--- config.mk ---
export PLATFORM = sky130hd
export DESIGN_NAME = fp_round_flags
export DESIGN_NICKNAME = d
export VERILOG_FILES = /design/src/rtl/fpr_pkg.sv /design/src/rtl/fpr_round.sv /design/src/rtl/fpr_pack.sv /design/src/rtl/fp_round_flags.sv
export SDC_FILE = /design/constraint.sdc
export NUM_CORES = 1
export LEC_CHECK = 0
export BUFFER_PORTS_ARGS = -buffer_cell sky130_fd_sc_hd__buf_4
export CORE_ASPECT_RATIO = 1.5
export CORE_MARGIN = 2
export CORE_UTILIZATION = 40
export DETAILED_ROUTE_END_ITERATION = 7
export SYNTH_ARGS = -nofsm -noshare
export SYNTH_HDL_FRONTEND = slang
export SYNTH_SLANG_ARGS = --single-unit
--- constraint.sdc ---
create_clock -name clk -period 4.5 [get_ports clk]
set_clock_uncertainty 0.15 [all_clocks]
set_input_delay 0.675 -clock clk [delete_from_list [all_inputs] [get_ports clk]]
set_output_delay 0.675 -clock clk [all_outputs]
set_load 0.005 [all_outputs]
--- src/rtl/fpr_pkg.sv ---
package fpr_pkg;

  typedef enum logic {
    RND_NEAREST_EVEN = 1'b0,
    RND_TRUNCATE     = 1'b1
  } rnd_mode_e;

  typedef struct packed {
    logic zero;
    logic overflow;
    logic nan;
    logic overshift;
    logic denorm;
    logic inexact;
    logic invalid;
  } fpr_flags_t;

endpackage

--- src/rtl/fpr_round.sv ---
module fpr_round
  import fpr_pkg::*;
#(
  parameter int EXP_W  = 11,
  parameter int FRAC_W = 52
) (
  input  rnd_mode_e          mode,
  input  logic [EXP_W-1:0]   exp_in,
  input  logic [FRAC_W:0]    mant_in,
  input  logic               guard,
  input  logic               sticky,
  output logic [EXP_W:0]     exp_out,
  output logic [FRAC_W-1:0]  frac_out,
  output logic               lost_bits
);

  localparam int SUM_W = FRAC_W + 2;

  logic             bump;
  logic [SUM_W-1:0] sum;
  logic [EXP_W:0]   exp_wide;

  always_comb begin
    bump     = (mode == RND_NEAREST_EVEN) & guard & (sticky | mant_in[0]);
    sum      = {1'b0, mant_in} + {{(SUM_W-1){1'b0}}, bump};
    exp_wide = {1'b0, exp_in};
    if (sum[SUM_W-1]) begin
      frac_out = sum[FRAC_W:1];
      exp_out  = exp_wide + 1'b1;
    end else if ((exp_in == '0) && sum[FRAC_W]) begin
      frac_out = sum[FRAC_W-1:0];
      exp_out  = {{EXP_W{1'b0}}, 1'b1};
    end else begin
      frac_out = sum[FRAC_W-1:0];
      exp_out  = exp_wide;
    end
    lost_bits = guard | sticky;
  end

endmodule

--- src/rtl/fpr_pack.sv ---
module fpr_pack
  import fpr_pkg::*;
#(
  parameter int EXP_W  = 11,
  parameter int FRAC_W = 52
) (
  input  logic                    sign,
  input  logic [EXP_W:0]          exp_r,
  input  logic [FRAC_W-1:0]       frac_r,
  input  logic                    lost_bits,
  input  logic                    cls_nan,
  input  logic                    cls_inf,
  input  logic                    cls_ovsh,
  input  logic                    cls_invalid,
  output logic [EXP_W+FRAC_W:0]   word,
  output fpr_flags_t              flags
);

  localparam logic [EXP_W-1:0]  EXP_ONES = {EXP_W{1'b1}};
  localparam logic [EXP_W:0]    EXP_TOP  = {1'b0, EXP_ONES};
  localparam logic [FRAC_W-1:0] QNAN_FR  = {1'b1, {(FRAC_W-1){1'b0}}};

  always_comb begin
    flags = '0;
    if (cls_invalid) begin
      word          = {1'b0, EXP_ONES, QNAN_FR};
      flags.nan     = 1'b1;
      flags.invalid = 1'b1;
    end else if (cls_nan) begin
      word      = {1'b0, EXP_ONES, QNAN_FR};
      flags.nan = 1'b1;
    end else if (cls_inf) begin
      word = {sign, EXP_ONES, {FRAC_W{1'b0}}};
    end else if (exp_r >= EXP_TOP) begin
      word            = {sign, EXP_ONES, {FRAC_W{1'b0}}};
      flags.overflow  = 1'b1;
      flags.inexact   = 1'b1;
      flags.overshift = cls_ovsh;
    end else begin
      word            = {sign, exp_r[EXP_W-1:0], frac_r};
      flags.zero      = (exp_r == '0) && (frac_r == '0);
      flags.denorm    = (exp_r == '0) && (frac_r != '0);
      flags.inexact   = lost_bits;
      flags.overshift = cls_ovsh;
    end
  end

endmodule

--- src/rtl/fp_round_flags.sv ---
module fp_round_flags
  import fpr_pkg::*;
#(
  parameter int EXP_W  = 11,
  parameter int FRAC_W = 52
) (
  input  logic                  clk,
  input  logic                  rst,
  input  logic                  in_valid,
  input  logic                  rnd_mode,
  input  logic                  in_sign,
  input  logic [EXP_W-1:0]      in_exp,
  input  logic [FRAC_W:0]       in_mant,
  input  logic                  in_guard,
  input  logic                  in_sticky,
  input  logic                  in_nan,
  input  logic                  in_inf,
  input  logic                  in_overshift,
  input  logic                  in_invalid,
  output logic                  out_valid,
  output logic [EXP_W+FRAC_W:0] out_word,
  output logic                  flag_zero,
  output logic                  flag_overflow,
  output logic                  flag_nan,
  output logic                  flag_overshift,
  output logic                  flag_denorm,
  output logic                  flag_inexact,
  output logic                  flag_invalid
);

  localparam int WORD_W = 1 + EXP_W + FRAC_W;
  localparam logic [EXP_W-1:0] EXP_ONES = {EXP_W{1'b1}};

  logic [EXP_W:0]      exp_r;
  logic [FRAC_W-1:0]   frac_r;
  logic                lost_bits;
  logic [WORD_W-1:0]   word_c;
  fpr_flags_t          flags_c;
  fpr_flags_t          flags_q;

  fpr_round #(.EXP_W(EXP_W), .FRAC_W(FRAC_W)) u_round (
    .mode      (rnd_mode_e'(rnd_mode)),
    .exp_in    (in_exp),
    .mant_in   (in_mant),
    .guard     (in_guard),
    .sticky    (in_sticky),
    .exp_out   (exp_r),
    .frac_out  (frac_r),
    .lost_bits (lost_bits)
  );

  fpr_pack #(.EXP_W(EXP_W), .FRAC_W(FRAC_W)) u_pack (
    .sign        (in_sign),
    .exp_r       (exp_r),
    .frac_r      (frac_r),
    .lost_bits   (lost_bits),
    .cls_nan     (in_nan),
    .cls_inf     (in_inf),
    .cls_ovsh    (in_overshift),
    .cls_invalid (in_invalid),
    .word        (word_c),
    .flags       (flags_c)
  );

  always_ff @(posedge clk) begin
    if (rst) begin
      out_valid <= 1'b0;
      out_word  <= '0;
      flags_q   <= '0;
    end else begin
      out_valid <= in_valid;
      if (in_valid) begin
        out_word <= word_c;
        flags_q  <= flags_c;
      end
    end
  end

  assign flag_zero      = flags_q.zero;
  assign flag_overflow  = flags_q.overflow;
  assign flag_nan       = flags_q.nan;
  assign flag_overshift = flags_q.overshift;
  assign flag_denorm    = flags_q.denorm;
  assign flag_inexact   = flags_q.inexact;
  assign flag_invalid   = flags_q.invalid;

  logic in_finite;
  assign in_finite = !in_nan && !in_inf && !in_invalid;

  AST_LATENCY: assert property (@(posedge clk) disable iff (rst)
    in_valid |=> out_valid);
  AST_HOLD: assert property (@(posedge clk) disable iff (rst)
    !in_valid |=> !out_valid && $stable(out_word));
  AST_TRUNC_NO_INC: assert property (@(posedge clk) disable iff (rst)
    in_valid && rnd_mode && in_finite && in_exp != '0 && in_exp != EXP_ONES
    |=> out_word[FRAC_W-1:0] == $past(in_mant[FRAC_W-1:0]));
  AST_OVF_INF: assert property (@(posedge clk) disable iff (rst)
    flag_overflow |-> out_word[WORD_W-2:FRAC_W] == EXP_ONES && out_word[FRAC_W-1:0] == '0);
  AST_EXACT: assert property (@(posedge clk) disable iff (rst)
    in_valid && in_finite && !in_guard && !in_sticky && in_exp != EXP_ONES
    |=> !flag_inexact);
  AST_INVALID_NAN: assert property (@(posedge clk) disable iff (rst)
    flag_invalid |-> flag_nan && out_word[WORD_W-2:FRAC_W] == EXP_ONES && out_word[FRAC_W-1:0] != '0);
  AST_INF_NO_OVF: assert property (@(posedge clk) disable iff (rst)
    in_valid && in_inf && !in_nan && !in_invalid |=> !flag_overflow);
  AST_ZERO_FORM: assert property (@(posedge clk) disable iff (rst)
    flag_zero |-> out_word[WORD_W-2:0] == '0);
  AST_CLASS_EXCL: assert property (@(posedge clk) disable iff (rst)
    $onehot0({flag_zero, flag_denorm, flag_nan, flag_overflow}));

endmodule

==> results of run 1 <==
layout make-up:
type	instances	area (sq um)
flip-flops and latches	72	1440
repair buffers	176	1330
clock buffers	10	229
fillers	1178	5410
well taps	153	191
clock inverters	6	68.8
inverters	14	52.6
multi-input cells	513	3230
synth_stat cells, drive strengths merged, types with 5 or more instances:
cell type	count
buf	10
clkbuf	28
a211oi	14
nand3	43
xor2	24
and3	20
xnor2	30
a22o	24
a31oi	6
and4	8
or4	7
o21ai	42
inv	14
nand4	32
nor2	43
dfxtp	72
and2	5
mux2i	6
nand2	88
nor3	20
nor4	23
a21oi	15
layer usage:
| layer | track usage (%) | wire (um) | vias to the layer above |
|---|---|---|---|
| li1 | - | - | 2678 |
| met1 | 29.8 | 6680 | 2578 |
| met2 | 54.8 | 10400 | 232 |
| met3 | 4.84 | 1040 | 55 |
| met4 | 14.0 | 936 | 0 |
| met5 | 0 | 0 | - |
state kept, by name (all words and copies together) (netlist names):
register / flops
flag_invalid: 1
flag_overflow: 1
flag_overshift: 1
flag_denorm: 1
flag_nan: 1
flag_zero: 1
flag_inexact: 1
out_valid: 1
out_word: 64
critical path, delay by kind of cell:
family,cells,cell delay (ps)
buffers and inverters,2,290
adders and majority gates,1,310
AOI/OAI and AO/OA,2,410
xor gates and xnor gates,1,280
and+or+nand+nor,8,2350
kinds of logic after synthesis:
logic type	after synthesis
AND/OR/NAND/NOR	316
AO/OA/AOI/OAI	131
flip-flops	72
XOR/XNOR	54
buffers and inverters	52
multiplexers	8
adder cells (fa/ha/maj)	4
power groups by stage:
stage / Sequential, W / Clock, W / Combinational [W]
after floorplan: 0.000679 / 0 / 0.000123
after global placement: 0.000678 / 0 / 0.000271
after detailed placement: 0.000678 / 0 / 0.000273
after CTS: 0.000664 / 0.000747 / 0.000274
after global routing: 0.000666 / 0.000773 / 0.000299
final: 0.000664 / 0.000738 / 0.000276
metrics by stage:
| step | utilization (%) | area [sq um] |
|---|---|---|
| after floorplan | - | 4860 |
| after global placement | 52.2 | 6240 |
| after detailed placement | 52.2 | 6240 |
| after CTS | 54.7 | 6540 |
| after global routing | 54.7 | 6540 |
| final | 54.7 | 6540 |
repair_timing:
item / CTS / global route
setup endpoints to repair: 0 / 1
resized for setup: 0 / 1
hold buffers: 0 / 0
setup buffers: 0 / 0
hold endpoints to repair: 0 / 0
worst max path at each step:
stage / startpoint / endpoint / cells past startpoint
floorplan: in_sticky / flag_zero / 12
global route: in_mant[0] / flag_zero / 14
global placement: in_mant[0] / flag_zero / 14
finish: in_mant[0] / flag_zero / 14
detailed placement: in_mant[0] / flag_zero / 14
CTS: in_mant[0] / flag_zero / 14
==> flow_summary.yaml, run 1 <==
run_status:
  status: "finished, final reports clean"
route:
  vias_per_cell: 5.87
  dr.pass1.iters: 5
  wl_per_cell_um: 20.2
  drtAntennaViolNets: 0
  vias: 5543
  drc: 0
  drt-initial-drc-count: 306
  finalWirelength_um: 19100
worst_hold_path:
  hp-start: "out_word[30]"
  min_to: "out_word[30]"
  hold-path-cell-count: 2
  hp-class: "reg2reg"
floorplan:
  core_sq_mm: 0.0120
  pin_count: 147
  die_w_um: 94.0
  die_area_sq_mm: 0.0131
  die_y_um: 139
  initial_core_util_pct: 40.7
  rows: 49
synthesis:
  post-synth-top-area-cell: "dfxtp_1"
  synthMuxAreaShare_pct: 1.70
  synth_xor_area_share_pct: 9.73
  synth_top_area_share_pct: 29.7
  yosys_warnings: 0
  synth-simple-area-share_pct: 34.6
  ys_async_sr_fraction_pct: 0
  synth_cell_types: 70
  avgSynthCellArea_sq_um: 7.63
  synth_cells: 637
  synth_ff_type: "dfxtp_1"
  synth_compound_area_share_pct: 19.0
  synth_top_family_by_area: "simple AND/OR/NAND/NOR gates"
  synth_nets: 716
  synth_area_sq_mm: 0.00486
  synth_edf_count: 0
  yosysSeqAreaShare_pct: 29.7
  ys_seq_elements: 72
  yosys-top-cells-area: "dfxtp_1 30%, nand2_1 6.8%, xnor2_1 5.4%"
  synthAdderAreaFrac_pct: 1.03
job:
  maxCapViolations: 0
timing:
  tns_ps: 0
  relSlewSlack_pct: 55.1
  setup_ws_ps: 336
  final_hold_viol_count: 0
  period_share_pct: 92.5
  tightest_slew_ps: 667
  hold_slack_ps: 307
  rsz0062_at_grt: "false"
  setup_viol: 0
  drv_slew: 0
  fmax_mhz: 240
  fin_crit_ps: 4160
critical_path:
  cp.arrival_ps: 4290
  regToRegSetupSlack_ps: 3570
  path_cells: "buf_4 > nor2_1 > nor3b_1 > ha_1 > nand4_1 > buf_4 > or3_1 > nor4_1 > xnor2_1 > o21ai_0 > nor4b_2 > nand4b_1 > or4b_1 > o21ai_1"
  rr_startpoint: "flag_inexact"
  worst_path_max_delay_cell: "or4b_1"
  start_kind: "input port"
  critPathCaptureType: "register"
  worst-setup-path-type: "in2reg"
  r2r-end: "flag_inexact"
  crit_fanout: 6
  critical_path.max_stage_delay_ps: 520
  cpMostUsedCell: "buf_4"
  reg2reg_depth: 2
  worstPathRequired_ps: 4630
cells_and_area:
  drive_gt1_share_pct: 27.1
  n_antenna_cell: 0
  final_common_cell: "buf_4"
  fin_nets: 865
  fin_cells: 944
  final_cell_mix: "175 x buf_4, 88 x nand2_1, 72 x dfxtp_1"
  area_growth_pct: 34.6
pwr:
  p_clk_share_pct: 44.0
  swShare_pct: 27.9
  irDropWorstVdd_uv: 185
  leakage_nw: 2.66
  p_switching_w: 0.000468
  p_comb_share_pct: 16.5
  p_int_w: 0.00121
  power_w: 0.00168
  power_density_mw_per_mm2: 256
  sequentialPowerShare_pct: 39.6
global_routing:
  grt_pass1_wl_um: 29200
  track_usage_pct: 29.0
  grt_pass1_vias: 5468
  grt-ovfl-total: 0
  grt_max_degree: 56
  antenna_found_initial: 0
cts:
  cts_buffer_depth: 2
  cts_buffers: 9
  cts.sinks: 72
  cts_root_buf: "clkbuf_16"
  clock_latency_ps: 330
  clkTransAtPathRegs_ps: 60
  cts_tree: "yes"
  h-tree-depth: 3
placement:
  hpwlAfterDp_um: 15300
  dpl.cell_count: 928
  io_buffer_count: 146
  gp_congestion: 0.951
  dp_slack_ps: -70.5
Note: power is estimated with default switching activity, not from simulation.
==> run 2: changes to the inputs <==
--- a/config.mk
+++ b/config.mk
@@ -7,7 +7,7 @@
 export LEC_CHECK = 0
 export BUFFER_PORTS_ARGS = -buffer_cell sky130_fd_sc_hd__buf_4
 export CORE_ASPECT_RATIO = 1.5
-export CORE_MARGIN = 2
+export CORE_MARGIN = 3
 export CORE_UTILIZATION = 40
 export DETAILED_ROUTE_END_ITERATION = 7
 export SYNTH_ARGS = -nofsm -noshare
==> flow_summary.yaml, run 2 (synthesized netlist as in run 1, its figures left out) <==
critical_path:
  cp_top_family: "simple AND/OR/NAND/NOR gates"
  critPathCapture: "out_word[46]"
  path_cells: "buf_4 > nor2_1 > nor3b_1 > ha_1 > nand4_1 > or4_4 > or4b_4 > mux2i_1 > nand4_1 > a211oi_1 > a21oi_2 > buf_4 > a32o_1"
  critical_path.max_stage_delay_ps: 590
  start_kind: "input port"
  cp-startpoint: "in_mant[0]"
  worst_path_max_delay_cell: "or4b_4"
  r2r-end: "flag_inexact"
  cp.arrival_ps: 4130
  cp.depth: 13
  critPathCaptureType: "register"
  regToRegSetupSlack_ps: 3590
  rr_startpoint: "flag_inexact"
  crit_fanout: 23
  worstPathRequired_ps: 4580
  reg2reg_depth: 2
  worst-setup-path-type: "in2reg"
  cp_num_buf_inv: 2
timing:
  fmax_mhz: 247
  setup_ws_ps: 452
  tns_ps: 0
  rsz0062_at_grt: "false"
  final_hold_viol_count: 0
  period_share_pct: 90.0
  hold_slack_ps: 305
  setup_viol: 0
  tightest_slew_ps: 595
  relSlewSlack_pct: 60.0
  drv_slew: 0
  fin_crit_ps: 4050
cells_and_area:
  drive_gt1_share_pct: 26.8
  area_growth_pct: 34.5
  max_flop_register: "out_word"
  n_antenna_cell: 0
  fin_nets: 862
  fin_area_sq_mm: 0.00654
  largest_reg_flops: 64
  final_cell_mix: "172 x buf_4, 88 x nand2_1, 72 x dfxtp_1"
  final_common_cell: "buf_4"
pwr:
  power_w: 0.00174
  swShare_pct: 27.0
  p_switching_w: 0.000468
  sequentialPowerShare_pct: 38.2
  irDropWorstVdd_uv: 153
  p_clk_share_pct: 46.1
  p_comb_share_pct: 15.7
  p_int_w: 0.00127
  leakage_nw: 2.67
  power_density_mw_per_mm2: 266
job:
  maxCapViolations: 0
worst_hold_path:
  hp-class: "reg2reg"
global_routing:
  grt-ovfl-total: 0
  track_usage_pct: 27.9
  grt_pass1_wl_um: 28900
  grt_pass1_vias: 5420
  grt_max_degree: 54
  antenna_found_initial: 0
placement:
  dp_slack_ps: 111
  hpwlAfterDp_um: 15200
  gp_congestion: 0.942
  place_area_sq_mm: 0.00621
  io_buffer_count: 146
route:
  wl_per_cell_um: 20.1
  drtAntennaViolNets: 0
  dr.pass1.iters: 7
  vias_per_cell: 5.84
  vias: 5482
  drt-initial-drc-count: 308
  drc: 0
  finalWirelength_um: 18800
floorplan:
  die_w_um: 96.0
  die_area_sq_mm: 0.0135
  core_sq_mm: 0.0117
  pin_count: 147
  rows: 48
  initial_core_util_pct: 41.5
  die_y_um: 141
cts:
  ctsHoldBuffers: 0
  cts_buffers: 9
  cts_buffer_depth: 2
  cts_root_buf: "clkbuf_16"
  h-tree-depth: 3
  clkTransAtPathRegs_ps: 60
  clock_latency_ps: 330
  ctsResizeCount: 0
  cts_tree: "yes"
  cts.sinks: 72
  cts_setup_buffers: 0
run_status:
  status: "finished, final reports clean"
[run 2: cell types whose count changed in the layout (fill, tap and decap cells not counted), sizes merged]
| cell | change |
|---|---|
| clkbuf | -1 |
| inv | +1 |
| clkinvlp | -1 |
| bufinv | +1 |
| buf | -3 |
[run 2: worst min-delay path by stage]
| stage | from | to | slack, ps | cells past startpoint |
|---|---|---|---|---|
| 5_1_grt | out_word[50] | out_word[50] | 330 | 2 |
| 6_report | out_word[22] | out_word[22] | 310 | 2 |
| 4_1_cts | out_word[22] | out_word[22] | 310 | 2 |
| 3_3_place_gp | out_word[22] | out_word[22] | 290 | 2 |
| 3_5_place_dp | out_word[22] | out_word[22] | 290 | 2 |
| 2_1_floorplan | flag_zero | flag_zero | 290 | 2 |
[run 2: routing by layer]
metal	vias up	global-route usage, %	wire [um]
li1	2653	-	-
met1	2592	29.2	6860
met2	190	51.6	10100
met3	47	4.16	861
met4	0	14.8	950
met5	-	0	0
[run 2: stage by stage]
stage,utilization [%],cells
final,55.8,938
after global routing,55.8,938
after CTS,55.8,938
after detailed placement,53.0,922
after global placement,53.0,922
after floorplan,-,637
[run 2: worst register-to-register path, cell delays in order (launching register included)]
cell and delay (ps):
dfxtp_1 330, a211oi_1 200, a31oi_1 100
[run 2: final cells by class]
cell class                 instances  area, sq um
tap                              150          188
clock buffer                       9          225
clock inverter                     7          103
sequential                        72         1440
inverter                          14         52.6
timing repair buffer             173         1310
fill                            1153         5170
multi-input combinational        513         3220
[run 2: power by group through the flow]
stage / clock (W) / sequential [W] / combinational, W
after floorplan: 0 / 0.000679 / 0.000123
after global placement: 0 / 0.000678 / 0.000269
after detailed placement: 0 / 0.000678 / 0.000272
after CTS: 0.000815 / 0.000664 / 0.000273
after global routing: 0.000842 / 0.000665 / 0.000297
final: 0.000801 / 0.000664 / 0.000272
